===== src/rtl/tick_pkg.sv =====
package tick_pkg;
  typedef enum logic [1:0] {
    SEL_CTRL   = 2'd0,
    SEL_RELOAD = 2'd1,
    SEL_CUR    = 2'd2,
    SEL_CAL    = 2'd3
  } reg_sel_e;

  localparam int BIT_EN   = 0;
  localparam int BIT_TINT = 1;
  localparam int BIT_SRC  = 2;
  localparam int BIT_FLAG = 16;
endpackage


===== src/rtl/tick_ref_sync.sv =====
module tick_ref_sync #(
  parameter bit HAS_EXT = 1'b1
) (
  input  logic clk,
  input  logic rst_n,
  input  logic ref_in,
  output logic rise_o
);
  generate
    if (HAS_EXT) begin : g_sync
      logic s1_q, s2_q, prev_q;
      always_ff @(posedge clk) begin
        if (!rst_n) begin
          s1_q   <= 1'b0;
          s2_q   <= 1'b0;
          prev_q <= 1'b0;
        end else begin
          s1_q   <= ref_in;
          s2_q   <= s1_q;
          prev_q <= s2_q;
        end
      end
      assign rise_o = s2_q & ~prev_q;

      AST_RISE_SINGLE: assert property (@(posedge clk) disable iff (!rst_n)
        rise_o |=> !rise_o);
    end else begin : g_none
      logic unused_ref;
      assign unused_ref = ref_in;
      assign rise_o = 1'b0;
    end
  endgenerate
endmodule


===== src/rtl/tick_counter.sv =====
module tick_counter #(
  parameter int CNT_W = 24
) (
  input  logic             clk,
  input  logic             rst_n,
  input  logic             ev_i,
  input  logic             clr_i,
  input  logic [CNT_W-1:0] reload_i,
  output logic [CNT_W-1:0] cur_o,
  output logic             wrap_o
);
  localparam logic [CNT_W-1:0] ONE = {{(CNT_W-1){1'b0}}, 1'b1};

  function automatic logic [CNT_W-1:0] next_val(input logic [CNT_W-1:0] c,
                                                input logic [CNT_W-1:0] r);
    return (c == '0) ? r : (c - ONE);
  endfunction

  logic [CNT_W-1:0] cur_q;

  always_ff @(posedge clk) begin
    if (!rst_n)     cur_q <= '0;
    else if (clr_i) cur_q <= '0;
    else if (ev_i)  cur_q <= next_val(cur_q, reload_i);
  end

  assign cur_o  = cur_q;
  assign wrap_o = ev_i && !clr_i && (cur_q == ONE);

  AST_DECREMENT: assert property (@(posedge clk) disable iff (!rst_n)
    (ev_i && !clr_i && cur_q != '0) |=> cur_q == $past(cur_q) - ONE);
  AST_HOLD: assert property (@(posedge clk) disable iff (!rst_n)
    (!ev_i && !clr_i) |=> $stable(cur_q));
  AST_RELOAD_ON_ZERO: assert property (@(posedge clk) disable iff (!rst_n)
    (ev_i && !clr_i && cur_q == '0) |=> cur_q == $past(reload_i));
  AST_WRITE_CLEARS: assert property (@(posedge clk) disable iff (!rst_n)
    clr_i |=> cur_q == '0);
  AST_ZERO_RELOAD_STAYS: assert property (@(posedge clk) disable iff (!rst_n)
    (cur_q == '0 && reload_i == '0) |=> cur_q == '0);
endmodule


===== src/rtl/tick_regs.sv =====
module tick_regs
  import tick_pkg::*;
#(
  parameter int CNT_W   = 24,
  parameter int DATA_W  = 32,
  parameter bit HAS_EXT = 1'b1
) (
  input  logic              clk,
  input  logic              rst_n,
  input  logic              wr_en_i,
  input  logic              rd_en_i,
  input  logic [1:0]        addr_i,
  input  logic [DATA_W-1:0] wdata_i,
  output logic [DATA_W-1:0] rdata_o,
  input  logic [CNT_W-1:0]  cal_i,
  input  logic [CNT_W-1:0]  cur_i,
  input  logic              wrap_i,
  output logic              en_o,
  output logic              src_o,
  output logic              clr_o,
  output logic [CNT_W-1:0]  reload_o,
  output logic              irq_o
);
  logic en_q, tint_q, src_q, flag_q, irq_q;
  logic [CNT_W-1:0] reload_q;
  logic wr_ctrl, wr_reload, rd_ctrl;
  logic unused_wbits;

  assign unused_wbits = ^wdata_i;
  assign wr_ctrl   = wr_en_i && (addr_i == SEL_CTRL);
  assign wr_reload = wr_en_i && (addr_i == SEL_RELOAD);
  assign clr_o     = wr_en_i && (addr_i == SEL_CUR);
  assign rd_ctrl   = rd_en_i && (addr_i == SEL_CTRL);

  always_ff @(posedge clk) begin
    if (!rst_n) begin
      en_q   <= 1'b0;
      tint_q <= 1'b0;
      src_q  <= 1'b0;
    end else if (wr_ctrl) begin
      en_q   <= wdata_i[BIT_EN];
      tint_q <= wdata_i[BIT_TINT];
      src_q  <= HAS_EXT ? wdata_i[BIT_SRC] : 1'b0;
    end
  end

  always_ff @(posedge clk) begin
    if (!rst_n)         reload_q <= '0;
    else if (wr_reload) reload_q <= wdata_i[CNT_W-1:0];
  end

  always_ff @(posedge clk) begin
    if (!rst_n)       flag_q <= 1'b0;
    else if (clr_o)   flag_q <= 1'b0;
    else if (wrap_i)  flag_q <= 1'b1;
    else if (rd_ctrl) flag_q <= 1'b0;
  end

  always_ff @(posedge clk) begin
    if (!rst_n) irq_q <= 1'b0;
    else        irq_q <= wrap_i && tint_q;
  end

  always_comb begin
    rdata_o = '0;
    case (reg_sel_e'(addr_i))
      SEL_CTRL: begin
        rdata_o[BIT_EN]   = en_q;
        rdata_o[BIT_TINT] = tint_q;
        rdata_o[BIT_SRC]  = src_q;
        rdata_o[BIT_FLAG] = flag_q;
      end
      SEL_RELOAD: rdata_o[CNT_W-1:0] = reload_q;
      SEL_CUR:    rdata_o[CNT_W-1:0] = cur_i;
      default:    rdata_o[CNT_W-1:0] = cal_i;
    endcase
  end

  assign en_o     = en_q;
  assign src_o    = src_q;
  assign reload_o = reload_q;
  assign irq_o    = irq_q;

  AST_IRQ_NEEDS_TINT: assert property (@(posedge clk) disable iff (!rst_n)
    irq_q |-> $past(tint_q));
  AST_IRQ_PULSE: assert property (@(posedge clk) disable iff (!rst_n)
    irq_q |=> !irq_q);
  AST_FLAG_SETS: assert property (@(posedge clk) disable iff (!rst_n)
    wrap_i |=> flag_q);
  AST_READ_CLEARS: assert property (@(posedge clk) disable iff (!rst_n)
    (rd_ctrl && !wrap_i) |=> !flag_q);
  AST_CLR_NO_IRQ: assert property (@(posedge clk) disable iff (!rst_n)
    clr_o |=> (!irq_q && !flag_q));
endmodule


===== src/rtl/tick_timer.sv =====
module tick_timer #(
  parameter int CNT_W   = 24,
  parameter int DATA_W  = 32,
  parameter bit HAS_EXT = 1'b1
) (
  input  logic              clk,
  input  logic              rst_n,
  input  logic              wr_en,
  input  logic              rd_en,
  input  logic [1:0]        addr,
  input  logic [DATA_W-1:0] wdata,
  output logic [DATA_W-1:0] rdata,
  input  logic              ref_in,
  input  logic [CNT_W-1:0]  cal_in,
  output logic              irq
);
  logic ref_rise, en, src, clr, wrap, count_ev;
  logic [CNT_W-1:0] reload, cur;

  tick_ref_sync #(.HAS_EXT(HAS_EXT)) u_sync (
    .clk(clk), .rst_n(rst_n), .ref_in(ref_in), .rise_o(ref_rise)
  );

  assign count_ev = en && (src ? ref_rise : 1'b1);

  tick_counter #(.CNT_W(CNT_W)) u_cnt (
    .clk(clk), .rst_n(rst_n), .ev_i(count_ev), .clr_i(clr),
    .reload_i(reload), .cur_o(cur), .wrap_o(wrap)
  );

  tick_regs #(.CNT_W(CNT_W), .DATA_W(DATA_W), .HAS_EXT(HAS_EXT)) u_regs (
    .clk(clk), .rst_n(rst_n), .wr_en_i(wr_en), .rd_en_i(rd_en),
    .addr_i(addr), .wdata_i(wdata), .rdata_o(rdata), .cal_i(cal_in),
    .cur_i(cur), .wrap_i(wrap), .en_o(en), .src_o(src), .clr_o(clr),
    .reload_o(reload), .irq_o(irq)
  );

  AST_SRC_GATES_EVENTS: assert property (@(posedge clk) disable iff (!rst_n)
    (src && !ref_rise) |-> !count_ev);
  AST_DISABLED_NO_EVENT: assert property (@(posedge clk) disable iff (!rst_n)
    !en |-> !count_ev);
endmodule


===== config.mk =====
export PLATFORM = sky130hd
export DESIGN_NAME = tick_timer
export DESIGN_NICKNAME = d
export VERILOG_FILES = /design/src/rtl/tick_pkg.sv /design/src/rtl/tick_ref_sync.sv /design/src/rtl/tick_counter.sv /design/src/rtl/tick_regs.sv /design/src/rtl/tick_timer.sv
export SDC_FILE = /design/constraint.sdc
export NUM_CORES = 1
export LEC_CHECK = 0
export BUFFER_PORTS_ARGS = -buffer_cell sky130_fd_sc_hd__buf_2
export CAP_MARGIN = 10
export CORE_MARGIN = 5
export CORE_UTILIZATION = 54
export CTS_BUF_LIST = sky130_fd_sc_hd__clkbuf_4 sky130_fd_sc_hd__clkbuf_8
export DETAILED_ROUTE_END_ITERATION = 8
export PLACE_DENSITY = 0.82
export SLEW_MARGIN = 15
export SYNTH_ARGS = -nofsm -noshare
export SYNTH_HDL_FRONTEND = slang
export SYNTH_SLANG_ARGS = --single-unit

===== constraint.sdc =====
create_clock -name clk -period 3.6 [get_ports clk]
set_input_delay 0.36 -clock clk [delete_from_list [all_inputs] [get_ports clk]]
set_output_delay 0.36 -clock clk [all_outputs]
set_load 0.01 [all_outputs]

Word-level counts from Yosys, hierarchy flattened
Cells that the tools add are included.

cells by class
  equality and inequality tests = 3
  add/sub/neg operators = 1
  $mul = 0
  mux-type cells = 8
  shift-type cells = 0
  reductions and logical operators = 13
  bitwise operators = 3
  $lt $le $gt $ge = 0
  divide/modulo/power cells = 0

operators by type and width
  cell                                                                  count
  13-bit case mux with 3 select lines                                   1
  24-bit by 1-bit == test with 1-bit output, second input constant      1
  24-bit zero test                                                      1
  24-bit two-way mux                                                    1
  24-bit by 1-bit subtractor with 24-bit output, second input constant  1
  7-bit case mux with 3 select lines                                    1
  3-bit case mux with 3 select lines                                    1
  1-bit logical AND                                                     8
  1-bit two-way mux                                                     3
  1-bit case mux with 3 select lines                                    1
  2-bit by 1-bit == test with 1-bit output, second input constant       1
  2-bit == test, second input constant                                  1
  2-bit zero test                                                       1
  1-bit inverter                                                        2
  2-bit nonzero test                                                    1
  2-bit OR reduction                                                    1
  1-bit AND                                                             1
  1-bit zero test                                                       1

word-level totals
  ROM bits = 0
  RAM bits = 0
  memories kept = 0
  word-level logic and storage cells = 38
  output and inout bits = 33
  bits in latches = 0
  register bits = 56

Logic depth before layout (Yosys ltp)
  depth in word-level cells = 7
  mapped depth = 8
  mapped depth without buffers = 7

Cells and area by module
A second synthesis with hierarchy kept.

unflattened totals
  cell total of the unflattened synthesis = 395
  area, all modules = 3469.6 µm²

by module, submodules not included
  module         cells each  instances  seq. area each (µm²)  area each (µm²)
  tick_regs      185         1          580.6                 1766.7
  tick_counter   201         1          480.5                 1599.0
  tick_ref_sync  7           1          60.1                  92.6
  tick_timer     2           1          0.0                   11.3

Worst setup path before layout
No wires, ideal clock.

  path kind = reg-to-reg
  from = register u_cnt.cur_q[15], in the netlist u_cnt.cur_o[15]
  to = register u_cnt.cur_q[2], in the netlist u_cnt.cur_o[2]
  cell stages (with the launch flop) = 8
  clock period less this slack = 2.715 ns
  setup slack = 0.885 ns
  arrival = 2.598 ns
  buffers on the path = 2
  path through = dfxtp_1 > or4_4 > or4_4 > buf_6 > or4_4 > buf_6 > mux2_4 > a32o_1

between the ends
  cells in the longest elaborated chain, start to end = 2

RTL lines
  item                    RTL line            text
  start, declared         tick_counter.sv:19  logic [CNT_W-1:0] cur_q;
  start signal, assigned  tick_counter.sv:24  else if (ev_i) cur_q <= next_val(cur_q, reload_i);
  24-bit zero test        tick_counter.sv:16  return (c == '0) ? r : (c - ONE);
  24-bit two-way mux      tick_counter.sv:16

Every way passes these cells.
A chain may end at the register's enable or synchronous reset.

Final worst setup path
Ends and elaborated chain as after synthesis.

==> metrics.md <==
| Metric | Value |
|---|---|
| Hold Path Class | `in -> reg` |
| Beginning of the critical path | `u_cnt.cur_o[15]` |
| Final setup TNS | `0 ns` |
| Via density | `6.07` |
| Nets | `536` |
| CP most frequent cell | `or4_4` |
| FF-to-FF setup slack | `0.76 ns` |
| Hold_buf cts | `0` |
| Clock skew | `0.00857 ns` |
| Critical path buffer and inverter count | `0` |
| Max-cap violation count | `0` |
| Crit end category | `register` |
| WL/cell | `17.3 µm` |
| RR Endpoint | `u_cnt.cur_o[2]` |
| Clock root buffer | `clkbuf_8` |
| Simple-gate share of the synthesized area | `0.229` |
| Post-synthesis xor/xnor area fraction | `0` |
| Status | `completed` |
| Power Density | `411 nW/µm²` |
| Rel. slew slack | `0.368` |
| Core area | `5990 µm²` |
| CP required | `3.81 ns` |
| Final worst-path cycle share | `0.789` |
| First-pass GRT wire length | `15200 µm` |
| Post_cts resized | `0` |
| Unique masters post-synth | `50` |
| Max VDD drop | `0.205 mV` |
| F_max | `352 MHz` |
| Clock Sink Count | `56` |
| # IOs | `96` |
| Worst Setup Start Kind | `register` |
| Initial antenna violation count | `0` |
| P&R area growth vs syn | `14.0%` |
| Crit path cell chain | `or4_4 -> or4_4 -> or4_4 -> mux2_4 -> a32o_1` |
| Cts bufs inserted | `5` |
| Predominant post-synthesis flop cell | `dfxtp_1` |
| Post-synth ARST share | `0` |
| Critical path's slowest cell | `or4_4` |
| First drt pass iteration count | `5` |
| IO buf count | `79` |
| Endpoints failing hold | `0` |
| Critical Path Sink | `u_cnt.cur_o[2]` |
| H-tree levels | `2` |
| Die Span Y | `89.0 µm` |
| RSZ-0062 raised after global routing | `false` |
| CTS tree | `yes` |
| Initial Util | `0.563` |
| Seq/Total Area, Yosys | `0.332` |
| Final slew viol count | `0` |
| Antenna Cells | `0` |
| Worst path depth | `5` |
| DRT iter0 DRCs | `293` |
| Syn Inst Count | `408` |
| CTS clock-pin slew for the worst setup and hold paths | `0.10 ns` |
| Mapped cell area | `3370 µm²` |
| Worst path top cell family by delay | `simple AND/OR/NAND/NOR gates` |
| Post-synthesis adder-cell area fraction | `0.0111` |
| YS warnings | `0` |
| WL final | `9430 µm` |
| Final worst slack | `0.759 ns` |
| Die X | `89.0 µm` |
| Largest net degree at the start of global routing | `34` |
| # setup viols final | `0` |
| Final Critical Period | `2.84 ns` |
| Grt ovf | `0` |
| Avg Cell Area, Syn | `8.27 µm²` |
| Number of enable flip-flop cells after synthesis | `0` |
| P_leak | `1.64 nW` |
| Antenna Nets Post-Route | `0` |
| Routability Congestion | `0.907` |
| DIE AREA | `7930 µm²` |
| Core Rows | `28` |
| Dpl hpwl | `6620 µm` |
| Clock Latency Late Sink | `0.31 ns` |
| Postcts setup bufs | `0` |
| Place WS | `0.806 ns` |
| Largest family of logic cells by synthesized area | `compound AO/OA/AOI/OAI gates` |
| Critical path type | `reg -> reg` |
| Vias in the first global route | `3275` |
| Maximum clock path buffer count | `2` |
| Post-synthesis mux area share | `0.121` |
| FF+latch count, synth | `56` |
| Reg2reg path depth | `5` |
| Post-synthesis compound-gate area fraction | `0.238` |
| Arr. time, crit path | `3.06 ns` |
| Critical path peak fanout | `17` |
| DRC violations left | `0` |
| Worst r2r src | `u_cnt.cur_o[15]` |
| Via Count | `3312` |
| Slew @ Worst Pin | `0.949 ns` |
| Share of layout cells above drive strength 1 | `0.268` |
| GRT Resource Usage Total | `0.241` |
| Max stage delay on crit path | `0.66 ns` |
[metrics by stage]
step | area (µm²) | cells | hold WS, ns | utilization | power, W
after floorplan | 3400 | 415 | 0.412 | - | 0.00110
after global placement | 3750 | 538 | 0.422 | 0.626 | 0.00121
final | 3840 | 546 | 0.249 | 0.642 | 0.00158
after CTS | 3840 | 546 | 0.250 | 0.642 | 0.00158
after detailed placement | 3750 | 538 | 0.423 | 0.626 | 0.00122
after global routing | 3840 | 546 | 0.255 | 0.642 | 0.00167
[synth_stat cells (all sizes together) (2+ instances only)]
cell type / count / area share
dfxtp: 56 / 0.33
nand2: 73 / 0.081
o31ai: 3 / 0.0067
mux4: 4 / 0.027
o311ai: 3 / 0.0078
a21oi: 14 / 0.021
clkbuf: 26 / 0.029
o41ai: 2 / 0.0052
nand3: 6 / 0.0089
nor3b: 3 / 0.0067
nor2b: 6 / 0.011
or4: 8 / 0.021
nor3: 10 / 0.015
o21ai: 19 / 0.028
nor4: 10 / 0.022
a221oi: 3 / 0.0078
o21a: 5 / 0.011
mux2i: 11 / 0.033
nand4: 4 / 0.0074
nor2: 14 / 0.016
or3: 4 / 0.0074
buf: 12 / 0.027
o32a: 2 / 0.0059
and2: 7 / 0.013
o2bb2ai: 3 / 0.0078
mux2: 18 / 0.061
inv: 11 / 0.012
a22o: 20 / 0.052
a21boi: 24 / 0.053
a32o: 2 / 0.0059
o22ai: 6 / 0.011
ha: 3 / 0.011
or2: 4 / 0.0074
a31oi: 2 / 0.0037
[worst min-delay path by stage]
| stage | start | end | cells after the start |
|---|---|---|---|
| final | ref_in | u_sync.g_sync.s1_q | 2 |
| after global routing | ref_in | u_sync.g_sync.s1_q | 2 |
| after CTS | ref_in | u_sync.g_sync.s1_q | 2 |
| after detailed placement | u_sync.g_sync.s1_q | u_sync.g_sync.s2_q | 1 |
| after global placement | u_sync.g_sync.s1_q | u_sync.g_sync.s2_q | 1 |
| after floorplan | u_sync.g_sync.s1_q | u_sync.g_sync.s2_q | 1 |
[logic make-up after synthesis]
family / count (synthesis)
flip-flops: 56
AND/OR/NAND/NOR: 154
other: 1
adder cells (fa/ha/maj): 3
buffers and inverters: 49
multiplexers: 33
AO/OA/AOI/OAI: 112
[cells in the final DEF, fill, tap and decap left out, types with 3 or more instances in the layout]
master	instances
a21boi_0	24
a21oi_1	14
a221oi_1	3
a22o_1	20
and2_1	7
buf_2	79
buf_4	7
clkbuf_8	6
conb_1	8
dfxtp_1	56
ha_1	3
inv_1	11
mux2_2	17
mux2i_1	11
mux4_2	4
nand2_1	73
nand3_1	6
nand4_1	4
nor2_1	14
nor2b_1	6
nor3_1	10
nor3b_1	3
nor4_1	8
o21a_1	5
o21ai_0	18
o22ai_1	6
o2bb2ai_1	3
o311ai_0	3
o31ai_1	3
or2_2	4
or3_1	4
or4_1	5
or4_4	3
[registers in the layout, summed over array words and instances (netlist names)]
register / flops
u_cnt.cur_o: 24
u_regs.reload_o: 24
u_regs.en_o: 1
u_regs.flag_q: 1
u_regs.irq_o: 1
u_regs.src_o: 1
u_regs.tint_q: 1
u_sync.g_sync.prev_q: 1
u_sync.g_sync.s1_q: 1
u_sync.g_sync.s2_q: 1
[per-layer routing]
metal | routed length [µm] | GRT usage | vias to the layer above
met5 | 0 | 0 | -
met4 | 121 | 0.0731 | 0
met3 | 655 | 0.0350 | 12
met2 | 4520 | 0.406 | 125
met1 | 4130 | 0.320 | 1586
li1 | - | - | 1589
[where the power goes]
part	total [W]	leakage, nW	switching, W	internal, W
Clock	0.000359	0.0510	0.000204	0.000154
Combinational	0.000554	1.13	0.000319	0.000235
Sequential	0.000666	0.454	0.0000250	0.000641
Total	0.00158	1.64	0.000549	0.00103
[cell type report]
type,count,area (µm²)
Fill cell,516,2150
Multi-Input combinational cell,310,2050
Sequential cell,56,1120
Timing Repair Buffer,86,448
Tap cell,75,93.8
Clock buffer,6,82.6
Inverter,11,41.3
Clock inverter,2,10.0
(Power assumes the default switching activity.)
